### src/rtl/mcsr_pkg.sv
// Shared constants for the machine-mode register file: register addresses,
// operation codes, status bit positions and the timer cause value.
package mcsr_pkg;
    localparam int XLEN = 32;

    localparam logic [11:0] ADR_STATUS = 12'h300;
    localparam logic [11:0] ADR_ENABLE = 12'h304;
    localparam logic [11:0] ADR_VECTOR = 12'h305;
    localparam logic [11:0] ADR_EPC    = 12'h341;
    localparam logic [11:0] ADR_CAUSE  = 12'h342;

    localparam logic [1:0] OP_NONE = 2'b00;
    localparam logic [1:0] OP_SWAP = 2'b01;
    localparam logic [1:0] OP_SET  = 2'b10;
    localparam logic [1:0] OP_CLR  = 2'b11;

    localparam int GIE_BIT  = 3;   // global interrupt enable in status
    localparam int PGIE_BIT = 7;   // previous enable in status
    localparam int TIE_BIT  = 7;   // timer enable in enable register

    localparam logic [XLEN-1:0] TIMER_CAUSE = {1'b1, {(XLEN-4){1'b0}}, 3'd7};
endpackage

### src/rtl/mcsr_rmw.sv
// Read-modify-write datapath. Computes the new register value from the old
// value and the operand, and decides whether a write happens.
// Assumes the old value is the registered content, with no forwarding.
module mcsr_rmw
    import mcsr_pkg::*;
#(
    parameter int W = XLEN
) (
    input  logic         en,
    input  logic [1:0]   op,
    input  logic [W-1:0] old_val,
    input  logic [W-1:0] operand,
    output logic [W-1:0] new_val,
    output logic         wr_req
);
    logic nonzero;

    // Select the combined value for the requested operation
    always_comb begin
        nonzero = |operand;
        new_val = old_val;
        wr_req  = 1'b0;
        case (op)
            OP_SWAP: begin
                new_val = operand;
                wr_req  = en;
            end
            OP_SET: begin
                new_val = old_val | operand;
                wr_req  = en & nonzero;
            end
            OP_CLR: begin
                new_val = old_val & ~operand;
                wr_req  = en & nonzero;
            end
            default: begin
                new_val = old_val;
                wr_req  = 1'b0;
            end
        endcase
    end
endmodule

### src/rtl/mcsr_regs.sv
// Register storage with write priority: trap entry, then trap return, then
// instruction write. Provides the read mux and the fields the trap logic and
// next-PC selection need. Assumes at most one instruction write per cycle.
module mcsr_regs
    import mcsr_pkg::*;
#(
    parameter int W = XLEN
) (
    input  logic         clk,
    input  logic         rst_n,
    input  logic [11:0]  addr,
    input  logic         wr_req,
    input  logic [W-1:0] new_val,
    input  logic         trap_take,
    input  logic         mret,
    input  logic [W-1:0] trap_pc,
    output logic [W-1:0] rdata,
    output logic         gie,
    output logic         tie,
    output logic [W-1:0] vector_q,
    output logic [W-1:0] epc_q
);
    localparam logic [W-1:0] ALIGN_MASK  = ~W'(3);
    localparam logic [W-1:0] STATUS_MASK = (W'(1) << GIE_BIT) | (W'(1) << PGIE_BIT);
    localparam logic [W-1:0] ENABLE_MASK = W'(1) << TIE_BIT;

    logic [W-1:0] status_q, enable_q, cause_q;
    logic hit_status, hit_enable, hit_vector, hit_epc, hit_cause;

    // Address decode
    always_comb begin
        hit_status = (addr == ADR_STATUS);
        hit_enable = (addr == ADR_ENABLE);
        hit_vector = (addr == ADR_VECTOR);
        hit_epc    = (addr == ADR_EPC);
        hit_cause  = (addr == ADR_CAUSE);
    end

    // Read mux returning the pre-write value, zero when unmapped
    always_comb begin
        rdata = '0;
        if (hit_status) rdata = status_q;
        if (hit_enable) rdata = enable_q;
        if (hit_vector) rdata = vector_q;
        if (hit_epc)    rdata = epc_q;
        if (hit_cause)  rdata = cause_q;
    end

    // Status: trap entry beats return, return beats instruction write
    always_ff @(posedge clk) begin
        if (!rst_n) begin
            status_q <= '0;
        end else if (trap_take) begin
            status_q[PGIE_BIT] <= status_q[GIE_BIT];
            status_q[GIE_BIT]  <= 1'b0;
        end else if (mret) begin
            status_q[GIE_BIT]  <= status_q[PGIE_BIT];
            status_q[PGIE_BIT] <= 1'b1;
        end else if (wr_req && hit_status) begin
            status_q <= new_val & STATUS_MASK;
        end
    end

    // Enable and vector registers, written only by instructions
    always_ff @(posedge clk) begin
        if (!rst_n) begin
            enable_q <= '0;
            vector_q <= '0;
        end else begin
            if (wr_req && hit_enable) enable_q <= new_val & ENABLE_MASK;
            if (wr_req && hit_vector) vector_q <= new_val & ALIGN_MASK;
        end
    end

    // Exception PC and cause: trap entry wins over instruction writes
    always_ff @(posedge clk) begin
        if (!rst_n) begin
            epc_q   <= '0;
            cause_q <= '0;
        end else if (trap_take) begin
            epc_q   <= trap_pc & ALIGN_MASK;
            cause_q <= TIMER_CAUSE;
        end else begin
            if (wr_req && hit_epc)   epc_q   <= new_val & ALIGN_MASK;
            if (wr_req && hit_cause) cause_q <= new_val;
        end
    end

    assign gie = status_q[GIE_BIT];
    assign tie = enable_q[TIE_BIT];


    reset_clear_chk: assert property (@(posedge clk)
        !rst_n |=> (status_q == '0 && enable_q == '0 && vector_q == '0 && epc_q == '0 && cause_q == '0));

    trap_cause_chk: assert property (@(posedge clk) disable iff (!rst_n)
        trap_take |=> cause_q == TIMER_CAUSE);

    trap_status_chk: assert property (@(posedge clk) disable iff (!rst_n)
        trap_take |=> (!status_q[GIE_BIT] && status_q[PGIE_BIT] == $past(status_q[GIE_BIT])));

    trap_epc_chk: assert property (@(posedge clk) disable iff (!rst_n)
        trap_take |=> epc_q == ($past(trap_pc) & ALIGN_MASK));

    mret_restore_chk: assert property (@(posedge clk) disable iff (!rst_n)
        (mret && !trap_take) |=> (status_q[PGIE_BIT] && status_q[GIE_BIT] == $past(status_q[PGIE_BIT])));

    status_bits_chk: assert property (@(posedge clk) disable iff (!rst_n)
        (status_q & ~STATUS_MASK) == '0 && (enable_q & ~ENABLE_MASK) == '0);
endmodule

### src/rtl/mcsr_pcsel.sv
// Next-PC priority: taken trap, then trap return, then the core's choice.
// Assumes the vector and exception-PC inputs are already aligned.
module mcsr_pcsel #(
    parameter int W = 32
) (
    input  logic         trap_take,
    input  logic         mret,
    input  logic [W-1:0] vector_q,
    input  logic [W-1:0] epc_q,
    input  logic [W-1:0] seq_pc,
    output logic [W-1:0] next_pc
);
    // Priority selection of the fetch address
    always_comb begin
        if (trap_take)  next_pc = vector_q;
        else if (mret)  next_pc = epc_q;
        else            next_pc = seq_pc;
    end
endmodule

### src/rtl/mcsr_unit.sv
// Top of the machine-mode register file. Joins the read-modify-write path,
// the register storage, trap gating and next-PC selection. Assumes the core
// discards the instruction in the slot whenever trap_take is high.
module mcsr_unit
    import mcsr_pkg::*;
(
    input  logic        clk,
    input  logic        rst_n,
    input  logic        csr_en,
    input  logic [11:0] csr_addr,
    input  logic [1:0]  csr_op,
    input  logic [31:0] csr_wdata,
    output logic [31:0] csr_rdata,
    input  logic        timer_pend,
    input  logic        mret,
    input  logic [31:0] pc_cur,
    input  logic [31:0] seq_pc,
    output logic        trap_take,
    output logic [31:0] next_pc
);
    logic [31:0] new_val, vector_q, epc_q;
    logic        wr_req, gie, tie;

    mcsr_rmw #(.W(32)) u_rmw (
        .en(csr_en), .op(csr_op), .old_val(csr_rdata), .operand(csr_wdata),
        .new_val(new_val), .wr_req(wr_req)
    );

    mcsr_regs #(.W(32)) u_regs (
        .clk(clk), .rst_n(rst_n), .addr(csr_addr), .wr_req(wr_req),
        .new_val(new_val), .trap_take(trap_take), .mret(mret),
        .trap_pc(pc_cur), .rdata(csr_rdata), .gie(gie), .tie(tie),
        .vector_q(vector_q), .epc_q(epc_q)
    );

    // Timer trap gating by both enables
    always_comb trap_take = gie & tie & timer_pend;

    mcsr_pcsel #(.W(32)) u_pcsel (
        .trap_take(trap_take), .mret(mret), .vector_q(vector_q),
        .epc_q(epc_q), .seq_pc(seq_pc), .next_pc(next_pc)
    );


    trap_once_chk: assert property (@(posedge clk) disable iff (!rst_n)
        trap_take |=> !trap_take);

    zero_operand_chk: assert property (@(posedge clk) disable iff (!rst_n)
        (csr_en && csr_op[1] && csr_wdata == '0 && !trap_take && !mret)
        |=> ($stable(vector_q) && $stable(epc_q) && $stable(gie) && $stable(tie)));

    trap_target_chk: assert property (@(posedge clk) disable iff (!rst_n)
        trap_take |-> next_pc[1:0] == 2'b00);
endmodule

### config.mk
export PLATFORM = sky130hd
export DESIGN_NAME = mcsr_unit
export DESIGN_NICKNAME = d
export VERILOG_FILES = /design/src/rtl/mcsr_pkg.sv /design/src/rtl/mcsr_rmw.sv /design/src/rtl/mcsr_regs.sv /design/src/rtl/mcsr_pcsel.sv /design/src/rtl/mcsr_unit.sv
export SDC_FILE = /design/constraint.sdc
export NUM_CORES = 1
export LEC_CHECK = 0
export BUFFER_PORTS_ARGS = -buffer_cell sky130_fd_sc_hd__buf_2
export CAP_MARGIN = 10
export CORE_MARGIN = 10
export CORE_UTILIZATION = 43
export DETAILED_ROUTE_END_ITERATION = 16
export PLACE_DENSITY_LB_ADDON = 0.25
export SLEW_MARGIN = 10
export SYNTH_ARGS = -nofsm -noshare
export SYNTH_HDL_FRONTEND = slang
export SYNTH_SLANG_ARGS = --single-unit
export TNS_END_PERCENT = 1
### constraint.sdc
create_clock -name clk -period 1.8 [get_ports clk]
set_input_delay 0.09 -clock clk [delete_from_list [all_inputs] [get_ports clk]]
set_output_delay 0.09 -clock clk [all_outputs]
set_load 0.1 [all_outputs]
==> metrics.md, run 1 <==
| Metric | Value |
|---|---|
| Clk buf depth | `2` |
| Critical-path maximum fanout | `31` |
| Accumulated negative setup slack | `-689 ps` |
| # clock sinks | `95` |
| Avg Synthesized Cell Area | `about 8.0 um2` |
| Crit start category | `input port` |
| Worst Hold Depth | `3` |
| H-tree Lvls | `3` |
| CTS tree | `built` |
| Die area | `17800 um2` |
| Clk pin slew, worst setup/hold paths | `around 70 ps` |
| Initial antenna violation count | `0` |
| Detailed Routing Iterations Pass 1 | `8` |
| Hold Path Class | `input port to flop` |
| Crit path largest cell delay | `approximately 530 ps` |
| Synthesized Nets | `a little over 800` |
| Antenna-violating nets left | `0` |
| Vias in the first global route | `around 7000` |
| Via count | `approximately 7000` |
| Layout cells sized above 1 | `45.9%` |
| Worst-Margin Slew | `between 700 and 800 ps` |
| Max Cap Viol | `0` |
| Leak | `between 0.003 and 0.004 uW` |
| Port bufs | `roughly 180` |
| Final setup fails | `33` |
| Critical path origin | `csr_addr[5]` |
| Worst vdd ir | `between 0.5 and 0.6 mV` |
| Die width | `roughly 130 um` |
| Reg2reg end | `u_regs.epc_q[7]` |
| Post-DR wirelength/cell | `~22 um` |
| Area delta synth->final | `67.7%` |
| FFs w/ async S/R, synth | `0%` |
| Number of flops mapped to enable cells by yosys | `0` |
| CP dominant cell by count | `buf_12` |
| CP Class | `input port to primary output` |
| Final max-slew violation count | `0` |
| CTS Root Buffer Type | `clkbuf_16` |
| Slowest cell on the critical path | `or4_4` |
| Drt initial violations | `between 900 and 1000` |
| Nets | `around 1100` |
| Pwr dens | `between 500 and 600 nW/um2` |
| Hpwl dp | `approximately 18 mm` |
| Crit-path cells | `buf_2, or4_4, or2_4, buf_12, nor2_1, o21a_2, buf_12` |
| GP Congestion | `between 0.9 and 1` |
| N_diodes | `0` |
| Num rows | `41` |
| Netlist cell types | `50` |
| Residual DRC | `0` |
| RSZ-0062 raised after global routing | `true` |
| Critical Path RT | `between 1500 and 2000 ps` |
| GRT Overall Usage | `between 20% and 30%` |
| Via density | `~6.3` |
| Placed Area | `around 8400 um2` |
| Placeable Area | `roughly 13000 um2` |
| Die height | `about 130 um` |
| Worst Hold Launch | `pc_cur[24]` |
| FF+latch count, synth | `95` |
| Part of the Yosys area used for sequential elements | `around a third` |
| Endpoint with the worst hold slack | `u_regs.epc_q[24]` |
| Largest net degree at the start of global routing | `35` |
| Critical path arrival | `1760 ps` |
| Total CTS buffers | `9` |
| R2R Path Start | `u_regs.status_q[7]` |
| Initial Utilization | `between 40% and 50%` |
| Ports | `180` |
| Setup slack after layout | `-49.4 ps` |
| Mapped cell area | `around 5500 um2` |
| Gr ovfl total | `0` |
| First-pass GRT wire length | `38.2 mm` |
| CP Capture Type | `primary output` |
| CP top delay family | `simple AND/OR/NAND/NOR gates` |
| Ys flop type | `dfxtp_1` |
| Worst slew margin | `between 40% and 50%` |
| Post-synthesis cell count | `between 600 and 700` |
| Max Freq | `0.541 GHz` |
| Fill cells | `905` |
| Run status | `finished with violations` |
| Clock Latency Late Sink | `340 ps` |
| Total Wirelength | `around 25 mm` |
| Post-route cell area | `roughly 9300 um2` |
| Final hold violations | `0` |
| Yosys Warn Count | `0` |
| Post-Route Skew | `between 5 and 6 ps` |
| WHS | `between 6 and 7 ps` |
| Period minus WS final | `between 1500 and 2000 ps` |
| Failing checks | `negative setup slack` |
| Worst R2R Setup Slack | `roughly 30 ps` |
| CP Buf/Inv Count | `3` |
| R2R cell count | `7` |
| Final Cycle Share | `103%` |
report_power, final:
group	internal [uW]	switching, uW	leakage (uW)
Clock	941	881	0.000132
Sequential	2100	1.78	0.000766
Combinational	535	770	0.00271
Total	3580	1650	0.00361
synthesized netlist by cell type, drive strengths merged (2+ instances only):
master	number	share of area, %
nand3	9	0.81
nand2b	2	0.23
a22o	3	0.48
and3	2	0.23
or2	27	3.1
or4b	2	0.36
a32oi	25	4.0
nand2	66	4.5
nand4	2	0.23
clkbuf	46	3.1
a31oi	6	0.68
buf	15	1.4
o31ai	3	0.41
nor2b	4	0.45
o2bb2ai	25	4.0
clkinv	2	0.14
xnor2	3	0.48
o211ai	2	0.27
nand4bb	2	0.41
nor4	7	0.79
a2bb2oi	28	4.4
dfxtp	95	34
inv	5	0.34
o21ai	116	11
a22oi	31	4.2
mux2i	36	6.5
o21a	27	3.7
or4	3	0.48
nor2	38	2.7
and2	4	0.45
nor3	8	0.72
a21oi	38	3.4
a221o	2	0.36
registers in the layout, indices dropped and copies added (netlist names):
name and flops:
u_regs.cause_q 32, u_regs.vector_q 30, u_regs.status_q 2, u_regs.epc_q 30
u_regs.enable_q 1
final cells by class:
| class | instances | area, um2 | share of cell area, % |
|---|---|---|---|
| Timing Repair Buffer | 306 | 3040 | 32.7 |
| Clock buffer | 9 | 225 | 2.43 |
| Clock inverter | 7 | 47.5 | 0.513 |
| Inverter | 7 | 31.3 | 0.337 |
| Sequential cell | 95 | 1910 | 20.6 |
| Tap cell | 172 | 215 | 2.32 |
| Multi-Input combinational cell | 532 | 3810 | 41.1 |
repair_timing:
item                                    in CTS  in global routing
hold buffers                                19                  0
gates cloned                                 1                  0
buffers inserted                             1                  3
pin swaps                                    7                 10
endpoints found under the setup margin     123                138
resized for setup                           41                 55
hold endpoints to repair                    19                  0
metrics by stage:
| step | instances | utilization, % | setup slack (ps) | total power (uW) |
|---|---|---|---|---|
| floorplan | 695 | - | -195 | 2800 |
| global placement | 1088 | 66.6 | -377 | 3340 |
| detailed placement | 1088 | 66.6 | -438 | 3360 |
| CTS | 1125 | 71.8 | -33.5 | 5170 |
| global route | 1128 | 73.4 | -94.2 | 5380 |
| finish | 1128 | 73.4 | -49.4 | 5230 |
worst max-delay path by stage:
| stage | endpoint | slack [ps] | cells past startpoint |
|---|---|---|---|
| after floorplan | csr_rdata[2] | -200 | 5 |
| after global placement | u_regs.epc_q[15] | -380 | 9 |
| after detailed placement | u_regs.epc_q[6] | -440 | 9 |
| after CTS | next_pc[10] | -30 | 6 |
| after global routing | csr_rdata[27] | -90 | 7 |
| final | csr_rdata[16] | -50 | 7 |
cell usage in the layout (no fill, tap or decap), types with 9 or more instances in the layout:
cell type / netlist / layout
dlygate4sd3_1: 0 / 19
or2_2: 25 / 25
o21ai_1: 0 / 11
o21ai_0: 116 / 73
clkbuf_16: 0 / 9
o21ai_2: 0 / 30
a32oi_1: 25 / 25
o2bb2ai_1: 25 / 25
a21oi_1: 38 / 38
o21a_2: 0 / 25
nor2_1: 36 / 26
buf_12: 0 / 72
buf_6: 0 / 10
dfxtp_1: 95 / 92
a2bb2oi_1: 28 / 28
buf_4: 2 / 91
buf_2: 9 / 112
a22oi_1: 31 / 27
mux2i_1: 36 / 36
nand2_1: 66 / 61
tightest hold or removal path, delay by kind of cell:
kind                   cells  cell delay [ps]
AOI/OAI and AO/OA          2              140
buffers and inverters      1               90
logic make-up after synthesis:
kind of cell | share of synthesized area (%)
compound gates | 37.6
xor+xnor | 0.634
buf+inv | 4.96
flops | 34.4
mux | 6.52
simple gates | 15.9
layer usage:
metal	GRT usage, %	wire length [um]
met5	0	0
met4	8.83	779
met3	7.29	2650
met2	44.2	11800
met1	31.0	9550
No activity file was read; power rests on OpenSTA's default activity.
==> run 2, diff against run 1 <==
BUFFER_PORTS_ARGS = not set   (was -buffer_cell sky130_fd_sc_hd__buf_2)
DONT_BUFFER_PORTS = 1   (was not set)
==> run 2 against run 1 <==
Net effect:
- the flow still finishes with violations (negative setup slack)
- non-clock buffer count down 106
- via count fell by 4.2%
- die area stayed put
- critical path type is now flop to primary output
==> metrics.md, run 2 (synthesis results as in run 1) <==
| Metric | Value |
|---|---|
| Final Power | `5110 uW (-2.3%)` |
| Residual DRC | `0 (unchanged)` |
| Critical path origin | `u_regs.status_q[7]` |
| Crit-path cells | `or4b_4, o311ai_4, o2111ai_2, buf_4, nand2_4, buf_12` |
| WHS | `16.4 ps (+9.67 ps)` |
| Run status | `finished with violations` |
| CP Capture Type | `primary output` |
| Placeable Area | `12600 um2 (unchanged)` |
| Die area | `17800 um2 (unchanged)` |
| Failing checks | `negative setup slack` |
| Clk buf depth | `2 (unchanged)` |
| Gr ovfl total | `0 (unchanged)` |
| Commonest non-fill, non-tap cell in the layout | `dfxtp_1` |
| First-pass GRT wire length | `37.5 mm (-1.7%)` |
| Largest Register | `u_regs.cause_q` |
| Initial antenna violation count | `0 (unchanged)` |
| Initial Utilization | `43.8% (unchanged)` |
| Critical Path RT | `1710 ps (about the same)` |
| Via count | `6763 (-4.2%)` |
| Die width | `133 um (unchanged)` |
| Clk pin slew, worst setup/hold paths | `80 ps (about the same)` |
| GRT Overall Usage | `26.1% (about the same)` |
| CTS tree | `built` |
| Area delta synth->final | `57.5%` |
| Final Cycle Share | `108% (+5.6 points)` |
| Max Cap Viol | `0 (unchanged)` |
| Detailed Routing Iterations Pass 1 | `8 (unchanged)` |
| Period minus WS final | `1950 ps (+100 ps)` |
| Die height | `133 um (unchanged)` |
| Setup slack after layout | `-150 ps (-100 ps)` |
| Drt initial violations | `988 (+3.9%)` |
| R2R cell count | `7 (unchanged)` |
| Crit path largest cell delay | `470 ps (-60 ps)` |
| Worst-Margin Slew | `496 ps (-287 ps)` |
| Final non-filler cell total | `1024 (-9.2%)` |
| Worst slew margin | `66.7% (+19 points)` |
| Final hold violations | `0 (unchanged)` |
| Total CTS buffers | `9 (unchanged)` |
| Layout cells sized above 1 | `33.3% (-13 points)` |
| Worst vdd ir | `0.392 mV (-26%)` |
| GP Congestion | `0.959 (+0.53%)` |
| Placed insts | `945 (-13%)` |
| Post-Route Skew | `8.13 ps (+2.41 ps)` |
| Hpwl dp | `16.8 mm (-4.7%)` |
| Max Freq | `0.513 GHz (-5.2%)` |
| Pwr dens | `587 nW/um2 (+4.0%)` |
| Antenna-violating nets left | `0 (unchanged)` |
| Critical path arrival | `1860 ps (+100 ps)` |
| Leak | `0.00311 uW (-14%)` |
| Final max-slew violation count | `0 (unchanged)` |
| Post-DR wirelength/cell | `23.9 um (+8.6%)` |
| Ports | `180 (unchanged)` |
| RSZ-0062 raised after global routing | `true` |
| Critical-path maximum fanout | `2 (-94%)` |
| Nets | `960 (-9.9%)` |
| Port bufs | `0 (-100%)` |
| Via density | `6.60 (+5.6%)` |
| # clock sinks | `95 (unchanged)` |
| Biggest regs | `u_regs.cause_q: 32 flops, u_regs.epc_q: 30 flops, u_regs.vector_q: 30 flops` |
| Largest register FFs | `32 (unchanged)` |
| CP Class | `flop to primary output` |
| Commonest non-fill, non-tap cells in the layout | `93 x dfxtp_1, 86 x o21ai_0, 66 x buf_12, 65 x buf_4, 61 x nand2_1` |
| Largest net degree at the start of global routing | `36 (+2.9%)` |
| Worst Hold Launch | `csr_addr[2]` |
| Hold Path Class | `input port to flop` |
| H-tree Lvls | `3 (unchanged)` |
| Crit start category | `flop` |
| Num rows | `41 (unchanged)` |
| Worst Hold Depth | `3 (unchanged)` |
| Slowest cell on the critical path | `or4b_4` |
| Clock Latency Late Sink | `350 ps (about the same)` |
| CTS Root Buffer Type | `clkbuf_16` |
| Vias in the first global route | `6745 (-5.1%)` |
| R2R Path Start | `u_regs.status_q[7]` |
| Final setup fails | `21 (-36%)` |
| Total Wirelength | `24.5 mm (-1.4%)` |
[run 2: timing repair]
item | 4_1_cts | 5_1_grt
buffers inserted | 1 | 0
hold buffers | 60 | 0
setup endpoints to repair | 124 | 125
gates resized for setup | 20 | 28
endpoints found under the hold margin | 77 | 0
pin swaps | 5 | 6
[run 2: layout make-up]
cell class	instances	area (um2)
Inverter	7	31.3
Antenna cell	2	5.00
Timing Repair Buffer	200	2530
Clock inverter	7	62.6
Clock buffer	9	225
Fill cell	978	3920
Sequential cell	95	1900
Multi-Input combinational cell	532	3720
Tap cell	172	215
[run 2: routing by layer]
layer  vias up  track usage (%)  share of wire, %
li1       2940                -                 -
met1      3224             30.1                36
met2       500             42.3                47
met3        99             9.17                13
met4         0             12.2               3.9
met5         -                0                 0
[run 2: final timing paths]
| path | to | slack (ps) |
|---|---|---|
| setup reg to reg | u_regs.epc_q[7] | -20 |
| hold reg to reg | u_regs.cause_q[24] | 480 |
| hold / removal | u_regs.enable_q[7] | 20 |
| setup / recovery | csr_rdata[7] | -150 |
[run 2: critical path, delay by kind of cell (launching register included)]
family | cells | cell delay, ps
AOI/OAI and AO/OA | 2 | 300
and+or+nand+nor | 2 | 530
buffers and inverters | 2 | 360
DFF | 1 | 330
[run 2: per-stage QoR]
step	cell area [um2]	utilization (%)	setup TNS, ps	setup slack [ps]
after floorplan	5730	-	-13370	-195
after global placement	7620	60.4	-31170	-401
after detailed placement	7620	60.4	-35010	-447
after CTS	8600	68.1	-384	-142
after global routing	8700	68.9	-1860	-155
final	8700	69.0	-473	-150
[run 2: report_power, final]
group / internal (uW) / switching, uW
Combinational: 462 / 646
Clock: 968 / 930
Sequential: 2100 / 1.41
Total: 3530 / 1580
